--- config.mk ---
export PLATFORM = sky130hd
export DESIGN_NAME = evmon_regbank
export DESIGN_NICKNAME = d
export VERILOG_FILES = /design/src/rtl/evmon_pkg.sv /design/src/rtl/evmon_decode.sv /design/src/rtl/evmon_channel.sv /design/src/rtl/evmon_lock.sv /design/src/rtl/evmon_regbank.sv
export SDC_FILE = /design/constraint.sdc
export NUM_CORES = 1
export LEC_CHECK = 0
export ABC_AREA = 1
export CORE_UTILIZATION = 39
export CTS_CLUSTER_DIAMETER = 150
export DETAILED_ROUTE_END_ITERATION = 12
export GPL_ROUTABILITY_DRIVEN = 0
export PLACE_DENSITY = 0.81
export REMOVE_ABC_BUFFERS = 1
export SLEW_MARGIN = 40
export SYNTH_ARGS = -nofsm -noshare
export SYNTH_HDL_FRONTEND = slang
export SYNTH_SLANG_ARGS = --single-unit
--- constraint.sdc ---
create_clock -name clk -period 1.4 [get_ports clk]
set_input_delay 0.14 -clock clk [delete_from_list [all_inputs] [get_ports clk]]
set_output_delay 0.14 -clock clk [all_outputs]
set_load 0.02 [all_outputs]
--- src/rtl/evmon_pkg.sv ---
package evmon_pkg;

    localparam int NUM_MON     = 4;
    localparam int GRP_W       = $clog2(NUM_MON);
    localparam int BUS_AW      = 7;
    localparam int BUS_DW      = 32;
    localparam int GRP_BYTES   = 8;
    localparam int GRP_SPAN    = NUM_MON * GRP_BYTES;
    localparam int CTL_EN_POS  = 0;
    localparam int CTL_ACT_POS = 4;

    localparam logic [BUS_AW-1:0] OFS_LOCK = 7'h20;
    localparam logic [BUS_AW-1:0] OFS_IFLG = 7'h40;
    localparam logic [BUS_AW-1:0] OFS_IEN  = 7'h44;

    typedef enum logic [2:0] {
        RK_CTL,
        RK_STS,
        RK_LOCK,
        RK_IFLG,
        RK_IEN,
        RK_NONE
    } reg_kind_e;

    typedef struct packed {
        reg_kind_e        kind;
        logic [GRP_W-1:0] grp;
    } reg_sel_t;

    typedef struct packed {
        logic act;
        logic en;
    } mon_ctl_t;

    function automatic reg_sel_t decode_addr(input logic [BUS_AW-1:0] a);
        reg_sel_t s;
        s.kind = RK_NONE;
        s.grp  = '0;
        if (a[1:0] == 2'b00) begin
            if (int'(a) < GRP_SPAN) begin
                s.grp  = a[GRP_W+2:3];
                s.kind = a[2] ? RK_STS : RK_CTL;
            end else if (a == OFS_LOCK) begin
                s.kind = RK_LOCK;
            end else if (a == OFS_IFLG) begin
                s.kind = RK_IFLG;
            end else if (a == OFS_IEN) begin
                s.kind = RK_IEN;
            end
        end
        return s;
    endfunction

    function automatic logic [BUS_DW-1:0] pack_ctl(input mon_ctl_t c);
        logic [BUS_DW-1:0] r;
        r              = '0;
        r[CTL_EN_POS]  = c.en;
        r[CTL_ACT_POS] = c.act;
        return r;
    endfunction

    function automatic mon_ctl_t unpack_ctl(input logic [BUS_DW-1:0] d);
        mon_ctl_t c;
        c.en  = d[CTL_EN_POS];
        c.act = d[CTL_ACT_POS];
        return c;
    endfunction

endpackage

--- src/rtl/evmon_decode.sv ---
module evmon_decode
    import evmon_pkg::*;
(
    input  logic                 wr,
    input  logic [BUS_AW-1:0]    addr,
    input  logic [NUM_MON-1:0]   wbits,
    output reg_sel_t             sel,
    output logic [NUM_MON-1:0]   ctl_wr,
    output logic [NUM_MON-1:0]   sts_clr,
    output logic [NUM_MON-1:0]   iflg_clr,
    output logic                 ien_wr,
    output logic                 lock_wr
);

    assign sel = decode_addr(addr);

    for (genvar g = 0; g < NUM_MON; g++) begin : g_strobe
        logic hit;
        assign hit         = wr && (sel.grp == GRP_W'(g));
        assign ctl_wr[g]   = hit && (sel.kind == RK_CTL);
        assign sts_clr[g]  = hit && (sel.kind == RK_STS) && wbits[0];
        assign iflg_clr[g] = wr && (sel.kind == RK_IFLG) && wbits[g];
    end

    assign ien_wr  = wr && (sel.kind == RK_IEN);
    assign lock_wr = wr && (sel.kind == RK_LOCK);

endmodule

--- src/rtl/evmon_channel.sv ---
module evmon_channel
    import evmon_pkg::*;
(
    input  logic     clk,
    input  logic     rst,
    input  logic     ctl_wr,
    input  mon_ctl_t ctl_d,
    input  logic     sts_clr,
    input  logic     iflg_clr,
    input  logic     evt,
    output mon_ctl_t ctl_q,
    output logic     sts_q,
    output logic     iflg_q
);

    logic hit;
    assign hit = evt && ctl_q.en;

    always_ff @(posedge clk) begin
        if (rst) begin
            ctl_q  <= '0;
            sts_q  <= 1'b0;
            iflg_q <= 1'b0;
        end else begin
            if (ctl_wr) begin
                ctl_q <= ctl_d;
            end
            sts_q  <= hit | (sts_q & ~sts_clr);
            iflg_q <= hit | (iflg_q & ~iflg_clr);
        end
    end

    AST_EVT_SETS: assert property (@(posedge clk) disable iff (rst)
        (evt && ctl_q.en) |=> (sts_q && iflg_q));
    AST_DIS_IGNORED: assert property (@(posedge clk) disable iff (rst)
        (!ctl_q.en && !sts_clr) |=> $stable(sts_q));
    AST_EVT_BEATS_CLR: assert property (@(posedge clk) disable iff (rst)
        (evt && ctl_q.en && sts_clr && iflg_clr) |=> (sts_q && iflg_q));
    AST_CLR_DROPS: assert property (@(posedge clk) disable iff (rst)
        (!evt && sts_clr) |=> !sts_q);

endmodule

--- src/rtl/evmon_lock.sv ---
module evmon_lock
    import evmon_pkg::*;
(
    input  logic              clk,
    input  logic              rst,
    input  logic              wr,
    input  logic [BUS_DW-1:0] wdata,
    output logic              locked
);

    always_ff @(posedge clk) begin
        if (rst) begin
            locked <= 1'b0;
        end else if (wr && (wdata != '0)) begin
            locked <= 1'b1;
        end
    end

    AST_LOCK_STICKY: assert property (@(posedge clk) disable iff (rst)
        locked |=> locked);
    AST_LOCK_ZERO_WR: assert property (@(posedge clk) disable iff (rst)
        (!locked && !(wr && (wdata != '0))) |=> !locked);

endmodule

--- src/rtl/evmon_regbank.sv ---
module evmon_regbank
    import evmon_pkg::*;
(
    input  logic               clk,
    input  logic               rst,
    input  logic               bus_wr,
    input  logic               bus_rd,
    input  logic [BUS_AW-1:0]  bus_addr,
    input  logic [BUS_DW-1:0]  bus_wdata,
    output logic [BUS_DW-1:0]  bus_rdata,
    input  logic [NUM_MON-1:0] evt_in,
    output logic [NUM_MON-1:0] det_enable,
    output logic [NUM_MON-1:0] det_active,
    output logic               test_lock,
    output logic               irq
);

    reg_sel_t             sel;
    logic [NUM_MON-1:0]   ctl_wr, sts_clr, iflg_clr;
    logic                 ien_wr, lock_wr;
    mon_ctl_t             ctl_v [NUM_MON];
    logic [NUM_MON-1:0]   sts_v, iflg_v;
    logic [NUM_MON-1:0]   ien_q;
    mon_ctl_t             ctl_d;

    assign ctl_d = unpack_ctl(bus_wdata);

    evmon_decode u_dec (
        .wr       (bus_wr),
        .addr     (bus_addr),
        .wbits    (bus_wdata[NUM_MON-1:0]),
        .sel      (sel),
        .ctl_wr   (ctl_wr),
        .sts_clr  (sts_clr),
        .iflg_clr (iflg_clr),
        .ien_wr   (ien_wr),
        .lock_wr  (lock_wr)
    );

    for (genvar g = 0; g < NUM_MON; g++) begin : g_mon
        evmon_channel u_ch (
            .clk      (clk),
            .rst      (rst),
            .ctl_wr   (ctl_wr[g]),
            .ctl_d    (ctl_d),
            .sts_clr  (sts_clr[g]),
            .iflg_clr (iflg_clr[g]),
            .evt      (evt_in[g]),
            .ctl_q    (ctl_v[g]),
            .sts_q    (sts_v[g]),
            .iflg_q   (iflg_v[g])
        );
        assign det_enable[g] = ctl_v[g].en;
        assign det_active[g] = ctl_v[g].act;
    end

    evmon_lock u_lock (
        .clk    (clk),
        .rst    (rst),
        .wr     (lock_wr),
        .wdata  (bus_wdata),
        .locked (test_lock)
    );

    always_ff @(posedge clk) begin
        if (rst) begin
            ien_q <= '0;
        end else if (ien_wr) begin
            ien_q <= bus_wdata[NUM_MON-1:0];
        end
    end

    assign irq = |(iflg_v & ien_q);

    always_ff @(posedge clk) begin
        if (rst || !bus_rd) begin
            bus_rdata <= '0;
        end else begin
            unique case (sel.kind)
                RK_CTL:  bus_rdata <= pack_ctl(ctl_v[sel.grp]);
                RK_STS:  bus_rdata <= {{(BUS_DW-1){1'b0}}, sts_v[sel.grp]};
                RK_LOCK: bus_rdata <= {{(BUS_DW-1){1'b0}}, test_lock};
                RK_IFLG: bus_rdata <= {{(BUS_DW-NUM_MON){1'b0}}, iflg_v};
                RK_IEN:  bus_rdata <= {{(BUS_DW-NUM_MON){1'b0}}, ien_q};
                default: bus_rdata <= '0;
            endcase
        end
    end

    AST_IRQ_MASKED: assert property (@(posedge clk) disable iff (rst)
        (ien_q == '0) |-> !irq);
    AST_IRQ_FLAGGED: assert property (@(posedge clk) disable iff (rst)
        (iflg_v == '0) |-> !irq);
    AST_RDATA_IDLE: assert property (@(posedge clk) disable iff (rst)
        !bus_rd |=> (bus_rdata == '0));
    AST_RSVD_READ: assert property (@(posedge clk) disable iff (rst)
        (bus_rd && sel.kind == RK_NONE) |=> (bus_rdata == '0));

endmodule

==> results of run 1 <==
[repair_timing]
action,in CTS,in global routing
pin swaps,1,4
resized for setup,6,9
setup endpoints to repair,7,12
buffers inserted,1,1
[sequential cells by signal, indices dropped and copies added, names as in the netlist]
register / flops
u_lock.locked: 1
g_mon.u_ch.sts_q: 4
bus_rdata: 5
g_mon.u_ch.iflg_q: 4
g_mon.u_ch.ctl_q: 8
ien_q: 4
[cell usage in the layout, fill, tap and decap left out, drive strengths merged, types with 3 or more instances in the layout]
cell type      netlist  layout
nand3               23      23
a21oi               23      23
nand4                5       5
conb                 1      27
dlygate4sd2          0       6
clkdlybuf4s50        0      47
dlymetal6s2s         0       8
buf                 28      17
nand2               53      53
clkbuf               3       3
nor2                36      36
dfxtp               26      26
inv                 18      18
o21ai               14      14
[layout make-up]
cell class | count | area share
clock inverters | 1 | 0.0126
clock buffers | 3 | 0.0173
well taps | 50 | 0.0262
multi-input cells | 184 | 0.378
flip-flops and latches | 26 | 0.218
repair buffers | 78 | 0.314
inverters | 20 | 0.0340
[path summary, 6_finish.rpt]
path / cells after the start / end / slack, ps / start
worst max-delay path: 1 / det_active[0] / 50 / g_mon[0].u_ch.ctl_q[1]$_SDFFE_PP0P_
worst min-delay path: 5 / g_mon[3].u_ch.ctl_q[1]$_SDFFE_PP0P_ / 420 / bus_addr[4]
worst max register to register: 6 / bus_rdata[0]$_SDFF_PP0_ / 450 / g_mon[3].u_ch.ctl_q[0]$_SDFFE_PP0P_
worst min register to register: 2 / g_mon[3].u_ch.sts_q$_SDFF_PP0_ / 470 / g_mon[3].u_ch.sts_q$_SDFF_PP0_
[power groups by stage]
stage / Combinational, mW / Sequential, mW / Clock [mW]
2_1_floorplan: 0.124 / 0.760 / 0
3_3_place_gp: 0.319 / 0.759 / 0
3_5_place_dp: 0.322 / 0.759 / 0
4_1_cts: 0.326 / 0.742 / 0.627
5_1_grt: 0.355 / 0.742 / 0.666
6_report: 0.327 / 0.742 / 0.623
[per-stage QoR]
stage	util	area (um^2)
final	0.597	2390
after global routing	0.597	2390
after CTS	0.591	2360
after detailed placement	0.573	2290
after global placement	0.573	2290
after floorplan	-	1510
[metal layers]
layer | routed length, um | global-route usage | vias up | share of wire
li1 | - | - | 861 | -
met1 | 1580 | 0.212 | 743 | 0.40
met2 | 1920 | 0.328 | 89 | 0.49
met3 | 350 | 0.0274 | 8 | 0.089
met4 | 68 | 0.0612 | 0 | 0.017
met5 | 0 | 0 | - | 0
[worst register-to-register path: stages, from the launching register on]
cell	delay (ps)
dfxtp_1	360
nand3_1	90
o21ai_1	60
nor2_1	140
nor2_1	70
nor2_1	100
nor2_1	40
[cell families (layout without fill, tap and decap cells)]
family / Yosys count / count (layout) / share of synthesized area
simple gates: 118 / 118 / 0.365
buf+inv: 51 / 102 / 0.185
compound gates: 39 / 39 / 0.128
flops: 26 / 26 / 0.320
other cells: 1 / 27 / 0.00231
==> out/metrics.cfg, run 1 <==
[run_status]
status=complete, no violations

[setup_path]
max_stage_delay_ps=600
slowest_stage=clkdlybuf4s50_1
cp_data_arrival_time_ps=1210
worstPathCellList=clkdlybuf4s50_1
critPathKind=flip-flop to output port
cp.required_ps=1260
cpLargestDelayFamily=buffers and inverters
end_kind=output port
critPathMaxFanout=2
startpoint_type=flip-flop
critical_path_buf_inv_count=1

[power]
swShare=0.243
totalPowerFinal_mw=1.69
p_leak_nw=1.07
clkPwrFrac=0.368
p_switching_uw=411
peakVddDrop_uv=339
pwr-share-seq=0.438
p_per_area_nw_per_um2=708
power_frac_comb=0.193
p_int_mw=1.28

[sta]
period_share=0.965
setup_viol=0
holdWs_ps=424
rsz0062_at_grt=false
period_needed_ps=1350
fmax_ghz=0.740
worst_slack_ps=49.0
final-max-slew-violation-count=0
setup-tns-final_ps=0
skew_ps=1.38
hold_viol=0

[die]
dieWidth_um=66.6
start_util=0.407
die_h_um=66.6
core_um2=4000
io_pins=89
fp-row-count=23
die_area_um2=4430

[drt]
via_count=1701
dr.pass1.iters=4
drtAntennaViolNets=0
drc=0
wl_per_cell_um=10.8
initialDrtViolationCount=126
vias_per_cell=4.70
finalWirelength_mm=3.92

[synthesis]
syn-mean-instance-area_um2=6.92
ys_async_sr_fraction=0
yosysWarnings=0
synth_common_cells=nand2_1 (49), nor2_1 (30), buf_4 (27)
synth_area_leaders=dfxtp_1 (32%), buf_4 (12%), nand2_1 (11%), nor2_1 (6.9%), a21oi_1 (6.8%)
netlist_area_um2=1630
synth_cells=235
netlist.area_leader.share=0.320
synth_seq_area_share=0.320
yosysTopAreaCell=dfxtp_1
ys.flop_type=dfxtp_1
yosysUniqueCellTypes=28
ys_ff_latch=26
synth_edf_count=0
synth_most_common_cell=nand2_1

[clocking]
clock_latency_ps=270
cts_buffers=3
cts_num_sinks=26
ctsLongestPathBuffers=2
cts_tree=built
cts_hold_buffers=0
h-tree-depth=1
cts.clk_slew.worst_paths_ps=90
cts_root_buf=clkbuf_8

[finish]
n_fill_cell=376
stdcell_count=362
area_growth_syn_to_layout_pct=46.9
antenna_cells=0
regArea_um2=520
layout-drive-gt1-share=0.138
fin_nets=360
multi_input_area_um2=903

[global_route]
grtUsageTotal=0.181
grt_pass1_wl_mm=6.22
antenna_found_initial=0
grt_pass1_vias=1474
grt_start_max_net_pins=16
grt_overflow_total=0

[worst_hold_path]
hold_path_class=input port to flip-flop

[placed_design]
dpl_worst_slack_ps=-295
dp.cells=356
io_buffers=61
dp_hpwl_mm=3.18

[job]
cap_violations=0

No activity file was read; power rests on OpenSTA's default activity.
==> run 2: changes to the inputs <==
--- a/config.mk
+++ b/config.mk
@@ -10,7 +10,7 @@
 export CTS_CLUSTER_DIAMETER = 150
 export DETAILED_ROUTE_END_ITERATION = 12
 export GPL_ROUTABILITY_DRIVEN = 0
-export PLACE_DENSITY = 0.81
+export PLACE_DENSITY_LB_ADDON = 0.05
 export REMOVE_ABC_BUFFERS = 1
 export SLEW_MARGIN = 40
 export SYNTH_ARGS = -nofsm -noshare
==> run 2 against run 1 <==
Cell count increased by 0.83%. Register-to-register slack got worse by 100 ps. Sequential power about the same. Sequential share of layout area decreased by 0.28 points. Maximum frequency decreased by 0.15%. Hold slack improved by 34 ps. Critical endpoint is now det_enable[3]. Critical path type unchanged. Clock power increased by 0.6%.
==> out/metrics.cfg, run 2 (synthesized netlist as in run 1, its figures left out) <==
[run_status]
status=complete, no violations  ; unchanged

[setup_path]
worstPathCellList=clkdlybuf4s50_1  ; unchanged
critPathMaxFanout=2  ; unchanged
slowest_stage=clkdlybuf4s50_1  ; unchanged
cp_data_arrival_time_ps=1210  ; about the same
cpLargestDelayFamily=buffers and inverters  ; unchanged
startpoint_type=flip-flop  ; unchanged
end_kind=output port  ; unchanged
max_stage_delay_ps=600  ; about the same
critical_path_buf_inv_count=1  ; unchanged
cp.required_ps=1260  ; about the same
critPathKind=flip-flop to output port  ; unchanged

[sta]
setup_viol=0  ; unchanged
period_share=0.966  ; was 0.965
worst_slack_ps=47.0  ; was 49.0 ps
hold_viol=0  ; unchanged
fmax_ghz=0.739  ; was 0.740 GHz
final-max-slew-violation-count=0  ; unchanged
period_needed_ps=1350  ; about the same
skew_ps=3.85  ; was 1.38 ps
rsz0062_at_grt=false  ; unchanged

[die]
die_h_um=66.6  ; unchanged
start_util=0.407  ; unchanged
dieWidth_um=66.6  ; unchanged
io_pins=89  ; unchanged
fp-row-count=23  ; unchanged
die_area_um2=4430  ; unchanged
core_um2=4000  ; unchanged

[global_route]
grt_pass1_vias=1434  ; was 1474
grt_pass1_wl_mm=6.40  ; was 6.22 mm
grtUsageTotal=0.188  ; was 0.181
grt_start_max_net_pins=16  ; unchanged
grt_overflow_total=0  ; unchanged
antenna_found_initial=0  ; unchanged

[power]
peakVddDrop_uv=370  ; was 339 uV
pwr-share-seq=0.438  ; about the same
p_int_mw=1.28  ; about the same
clkPwrFrac=0.370  ; was 0.368
p_per_area_nw_per_um2=700  ; was 708 nW/um^2
p_switching_uw=416  ; was 411 uW
swShare=0.245  ; was 0.243
power_frac_comb=0.192  ; was 0.193
p_leak_nw=1.08  ; was 1.07 nW

[drt]
drc=0  ; unchanged
vias_per_cell=4.65  ; was 4.70
wl_per_cell_um=11.1  ; was 10.8 um
initialDrtViolationCount=90  ; was 126
finalWirelength_mm=4.06  ; was 3.92 mm
drtAntennaViolNets=0  ; unchanged
via_count=1697  ; was 1701
dr.pass1.iters=4  ; unchanged

[finish]
final_util=0.605  ; was 0.597
antenna_cells=0  ; unchanged
fin_area_um2=2420  ; was 2390 um^2
top_regs=g_mon.u_ch.ctl_q x8, bus_rdata x5  ; unchanged
layout_commonest_cell=nand2_1  ; unchanged
largest_reg_flops=8  ; unchanged
fin_nets=363  ; was 360
layout-drive-gt1-share=0.146  ; was 0.138
area_growth_syn_to_layout_pct=48.8  ; was 46.9%
top_register=g_mon.u_ch.ctl_q  ; unchanged
most-common-layout-cells=nand2_1 (49), clkdlybuf4s50_1 (47), nor2_1 (30), conb_1 (27), dfxtp_1 (26)  ; unchanged

[clocking]
cts_buffers=3  ; unchanged
cts.clk_slew.worst_paths_ps=90  ; about the same
cts_tree=built  ; unchanged
cts_root_buf=clkbuf_8  ; unchanged
clock_latency_ps=270  ; about the same
cts_num_sinks=26  ; unchanged
h-tree-depth=1  ; unchanged
ctsLongestPathBuffers=2  ; unchanged

[placed_design]
dp_hpwl_mm=3.28  ; was 3.18 mm
dpl_cell_area_um2=2330  ; was 2290 um^2
io_buffers=61  ; unchanged
dpl_worst_slack_ps=-314  ; was -295 ps

[worst_hold_path]
hold_path_class=input port to flip-flop  ; unchanged

[job]
cap_violations=0  ; unchanged

## run 2: cell count changes in the layout (fill, tap and decap cells not counted), sizes merged
cell / previous run / this run
buf: 17 / 20
dlymetal6s2s: 8 / 7
dlygate4sd2: 6 / 7
## run 2: cell type report
cell class	count	area [um^2]
fillers	403	1580
multi-input cells	184	903
repair buffers	81	782
flip-flops and latches	26	520
inverters	20	81.3
well taps	50	62.6
clock buffers	3	41.3
clock inverters	1	30.0
## run 2: power by group through the flow
stage / clock [mW] / combinational, mW / sequential, mW
2_1_floorplan: 0 / 0.124 / 0.760
3_3_place_gp: 0 / 0.323 / 0.759
3_5_place_dp: 0 / 0.324 / 0.759
4_1_cts: 0.642 / 0.326 / 0.742
5_1_grt: 0.674 / 0.350 / 0.742
6_report: 0.627 / 0.325 / 0.742
## run 2: final timing paths
| check | startpoint | end | slack (ps) | cells past startpoint |
|---|---|---|---|---|
| hold / removal | bus_addr[3] | g_mon[3].u_ch.ctl_q[1]$_SDFFE_PP0P_ | 460 | 5 |
| hold reg to reg | g_mon[3].u_ch.sts_q$_SDFF_PP0_ | g_mon[3].u_ch.sts_q$_SDFF_PP0_ | 470 | 2 |
| setup / recovery | g_mon[3].u_ch.ctl_q[0]$_SDFFE_PP0P_ | det_enable[3] | 50 | 1 |
| setup reg to reg | g_mon[3].u_ch.ctl_q[0]$_SDFFE_PP0P_ | bus_rdata[0]$_SDFF_PP0_ | 350 | 7 |
## run 2: routing by layer
layer / track usage / vias to the layer above / part of all wire
met1: 0.266 / 746 / 0.47
met2: 0.290 / 77 / 0.45
met3: 0.0394 / 5 / 0.066
met4: 0.0399 / 0 / 0.0094
met5: 0 / - / 0
li1: - / 869 / -
## run 2: timing repair
item / in CTS / in global routing
resized for setup: 7 / 7
buffers inserted: 1 / 0
hold buffers: 0 / 0
pin swaps: 1 / 3
endpoints found under the setup margin: 7 / 14
gates cloned: 0 / 0
## run 2: stage by stage
stage	cells	setup TNS, ps	total power [mW]	hold slack, ps
2_1_floorplan	230	0	0.884	209
3_3_place_gp	360	-4970	1.08	451
3_5_place_dp	360	-5220	1.08	459
4_1_cts	365	0	1.71	467
5_1_grt	365	0	1.77	489
6_report	365	0	1.69	458
==> run 3: changes to the inputs <==
--- a/config.mk
+++ b/config.mk
@@ -10,6 +10,7 @@
 export CTS_CLUSTER_DIAMETER = 150
 export DETAILED_ROUTE_END_ITERATION = 12
 export GPL_ROUTABILITY_DRIVEN = 0
+export GPL_TIMING_DRIVEN = 0
 export PLACE_DENSITY_LB_ADDON = 0.05
 export REMOVE_ABC_BUFFERS = 1
 export SLEW_MARGIN = 40
==> run 3 against run 2 <==
Clock-buffer cell count did not move. Clock skew barely moved. Maximum frequency rose by 3.1%. Clock power fell by 32%. Total power down 13%. Critical path type unchanged.
==> out/metrics.cfg, run 3 (synthesized netlist as in run 1, its figures left out) <==
[run_status]
status=complete, no violations  ; unchanged

[setup_path]
critical_path_buf_inv_count=1  ; unchanged
critPathMaxFanout=1  ; was 2
slowest_stage=clkdlybuf4s50_1  ; unchanged
max_stage_delay_ps=590  ; was 600 ps
cp_data_arrival_time_ps=1170  ; was 1210 ps
r2r_slack_ps=430  ; was 350 ps
end_kind=output port  ; unchanged
startpoint_type=flip-flop  ; unchanged
worstPathCellList=clkdlybuf4s50_1  ; unchanged
cp.required_ps=1260  ; about the same
critPathKind=flip-flop to output port  ; unchanged
cpLargestDelayFamily=buffers and inverters  ; unchanged

[sta]
rsz0062_at_grt=false  ; unchanged
setup-tns-final_ps=0  ; unchanged
setup_viol=0  ; unchanged
holdWs_ps=445  ; was 458 ps
relSlewSlack=0.587
worst_slack_ps=87.2  ; was 47.0 ps
period_share=0.938  ; was 0.966
skew_ps=4.07  ; was 3.85 ps
hold_viol=0  ; unchanged
fmax_ghz=0.762  ; was 0.739 GHz
worstMarginPinSlew_ps=620
period_needed_ps=1310  ; was 1350 ps
final-max-slew-violation-count=0  ; unchanged

[finish]
layout-drive-gt1-share=0.110  ; was 0.146
fin_nets=348  ; was 363
top_register=g_mon.u_ch.ctl_q  ; unchanged
top_regs=g_mon.u_ch.ctl_q x8, bus_rdata x5  ; unchanged
largest_reg_flops=8  ; unchanged
final_util=0.567  ; was 0.605
stdcell_count=349  ; was 365
layout_commonest_cell=nand2_1  ; unchanged
fin_area_um2=2270  ; was 2420 um^2
area_growth_syn_to_layout_pct=39.5  ; was 48.8%
antenna_cells=0  ; unchanged
most-common-layout-cells=nand2_1 (49), clkdlybuf4s50_1 (43), nor2_1 (29), conb_1 (27), dfxtp_1 (26)  ; was nand2_1 (49), clkdlybuf4s50_1 (47), nor2_1 (30), conb_1 (27), dfxtp_1 (26)

[global_route]
grtUsageTotal=0.181  ; was 0.188
grt_pass1_wl_mm=6.16  ; was 6.40 mm
grt_start_max_net_pins=17  ; was 16
antenna_found_initial=0  ; unchanged
grt_overflow_total=0  ; unchanged
grt_pass1_vias=1345  ; was 1434

[power]
p_leak_nw=0.967  ; was 1.08 nW
peakVddDrop_uv=439  ; was 370 uV
p_per_area_nw_per_um2=647  ; was 700 nW/um^2
totalPowerFinal_mw=1.47  ; was 1.69 mW

[placed_design]
dp.cells=341  ; was 360
io_buffers=61  ; unchanged
dpl_worst_slack_ps=-354  ; was -314 ps
dp_hpwl_mm=3.03  ; was 3.28 mm
dpl_cell_area_um2=2180  ; was 2330 um^2

[job]
cap_violations=0  ; unchanged

[die]
io_pins=89  ; unchanged
dieWidth_um=66.6  ; unchanged
fp-row-count=23  ; unchanged
die_area_um2=4430  ; unchanged
start_util=0.407  ; unchanged
die_h_um=66.6  ; unchanged
core_um2=4000  ; unchanged

[drt]
drc=0  ; unchanged
vias_per_cell=4.56  ; was 4.65
via_count=1592  ; was 1697
finalWirelength_mm=3.82  ; was 4.06 mm
initialDrtViolationCount=48  ; was 90
drtAntennaViolNets=0  ; unchanged
wl_per_cell_um=10.9  ; was 11.1 um
dr.pass1.iters=4  ; unchanged

[clocking]
cts_root_buf=clkbuf_8  ; unchanged
cts_num_sinks=26  ; unchanged
cts.clk_slew.worst_paths_ps=90  ; about the same
clock_latency_ps=270  ; about the same
ctsLongestPathBuffers=2  ; unchanged
h-tree-depth=1  ; unchanged
cts_tree=built  ; unchanged
cts_buffers=3  ; unchanged

[worst_hold_path]
hold_path_class=input port to flip-flop  ; unchanged

==> run 3: cell count changes in the layout (fill, tap and decap cells not counted), sizes merged <==
| cell | delta |
|---|---|
| clkdlybuf4s50 | -4 |
| buf | -15 |
| dlymetal6s2s | -2 |
| bufinv | -1 |
| dlygate4sd2 | +6 |
==> run 3: path summary, 6_finish.rpt <==
check	startpoint	end	cells past startpoint
worst max-delay path	bus_rdata[4]$_SDFF_PP0_	bus_rdata[4]	1
worst min-delay path	bus_addr[5]	u_lock.locked$_SDFFE_PP0P_	5
worst min register to register	g_mon[3].u_ch.sts_q$_SDFF_PP0_	g_mon[3].u_ch.sts_q$_SDFF_PP0_	2
worst max register to register	g_mon[3].u_ch.ctl_q[0]$_SDFFE_PP0P_	bus_rdata[0]$_SDFF_PP0_	6
==> run 3: layout make-up <==
class / count / area [um^2]
sequential: 26 / 520
clock buffer: 3 / 41.3
fill: 414 / 1730
inverter: 20 / 83.8
tap: 50 / 62.6
timing repair buffer: 66 / 644
multi-input combinational: 184 / 917
==> run 3: power breakdown <==
part | internal [mW] | switching (mW)
sequential | 0.741 | 0.00123
clock | 0.193 | 0.233
combinational | 0.136 | 0.167
total | 1.07 | 0.401
==> run 3: timing repair <==
item / 4_1_cts / 5_1_grt
hold endpoints to repair: 0 / 0
setup buffers: 2 / 3
gates resized for setup: 15 / 11
hold buffers: 0 / 0
pin swaps: 2 / 3
setup endpoints to repair: 24 / 19
==> run 3: layer usage <==
metal  share of wire  global-route usage  up-vias  routed length [um]
met4          0.0042              0.0319        0                  16
met1            0.49               0.253      688                1880
met5               0                   0        -                   0
met3           0.064              0.0514        2                 246
li1                -                   -      840                   -
met2            0.44               0.277       62                1680
==> run 3: worst reg2reg max path, stage by stage (launching register included) <==
cell and delay, ps:
dfxtp_1 360, nand3_1 90, o21ai_1 70, nor2_1 120, nor2_1 50, nor2_1 110, nor2_1 50
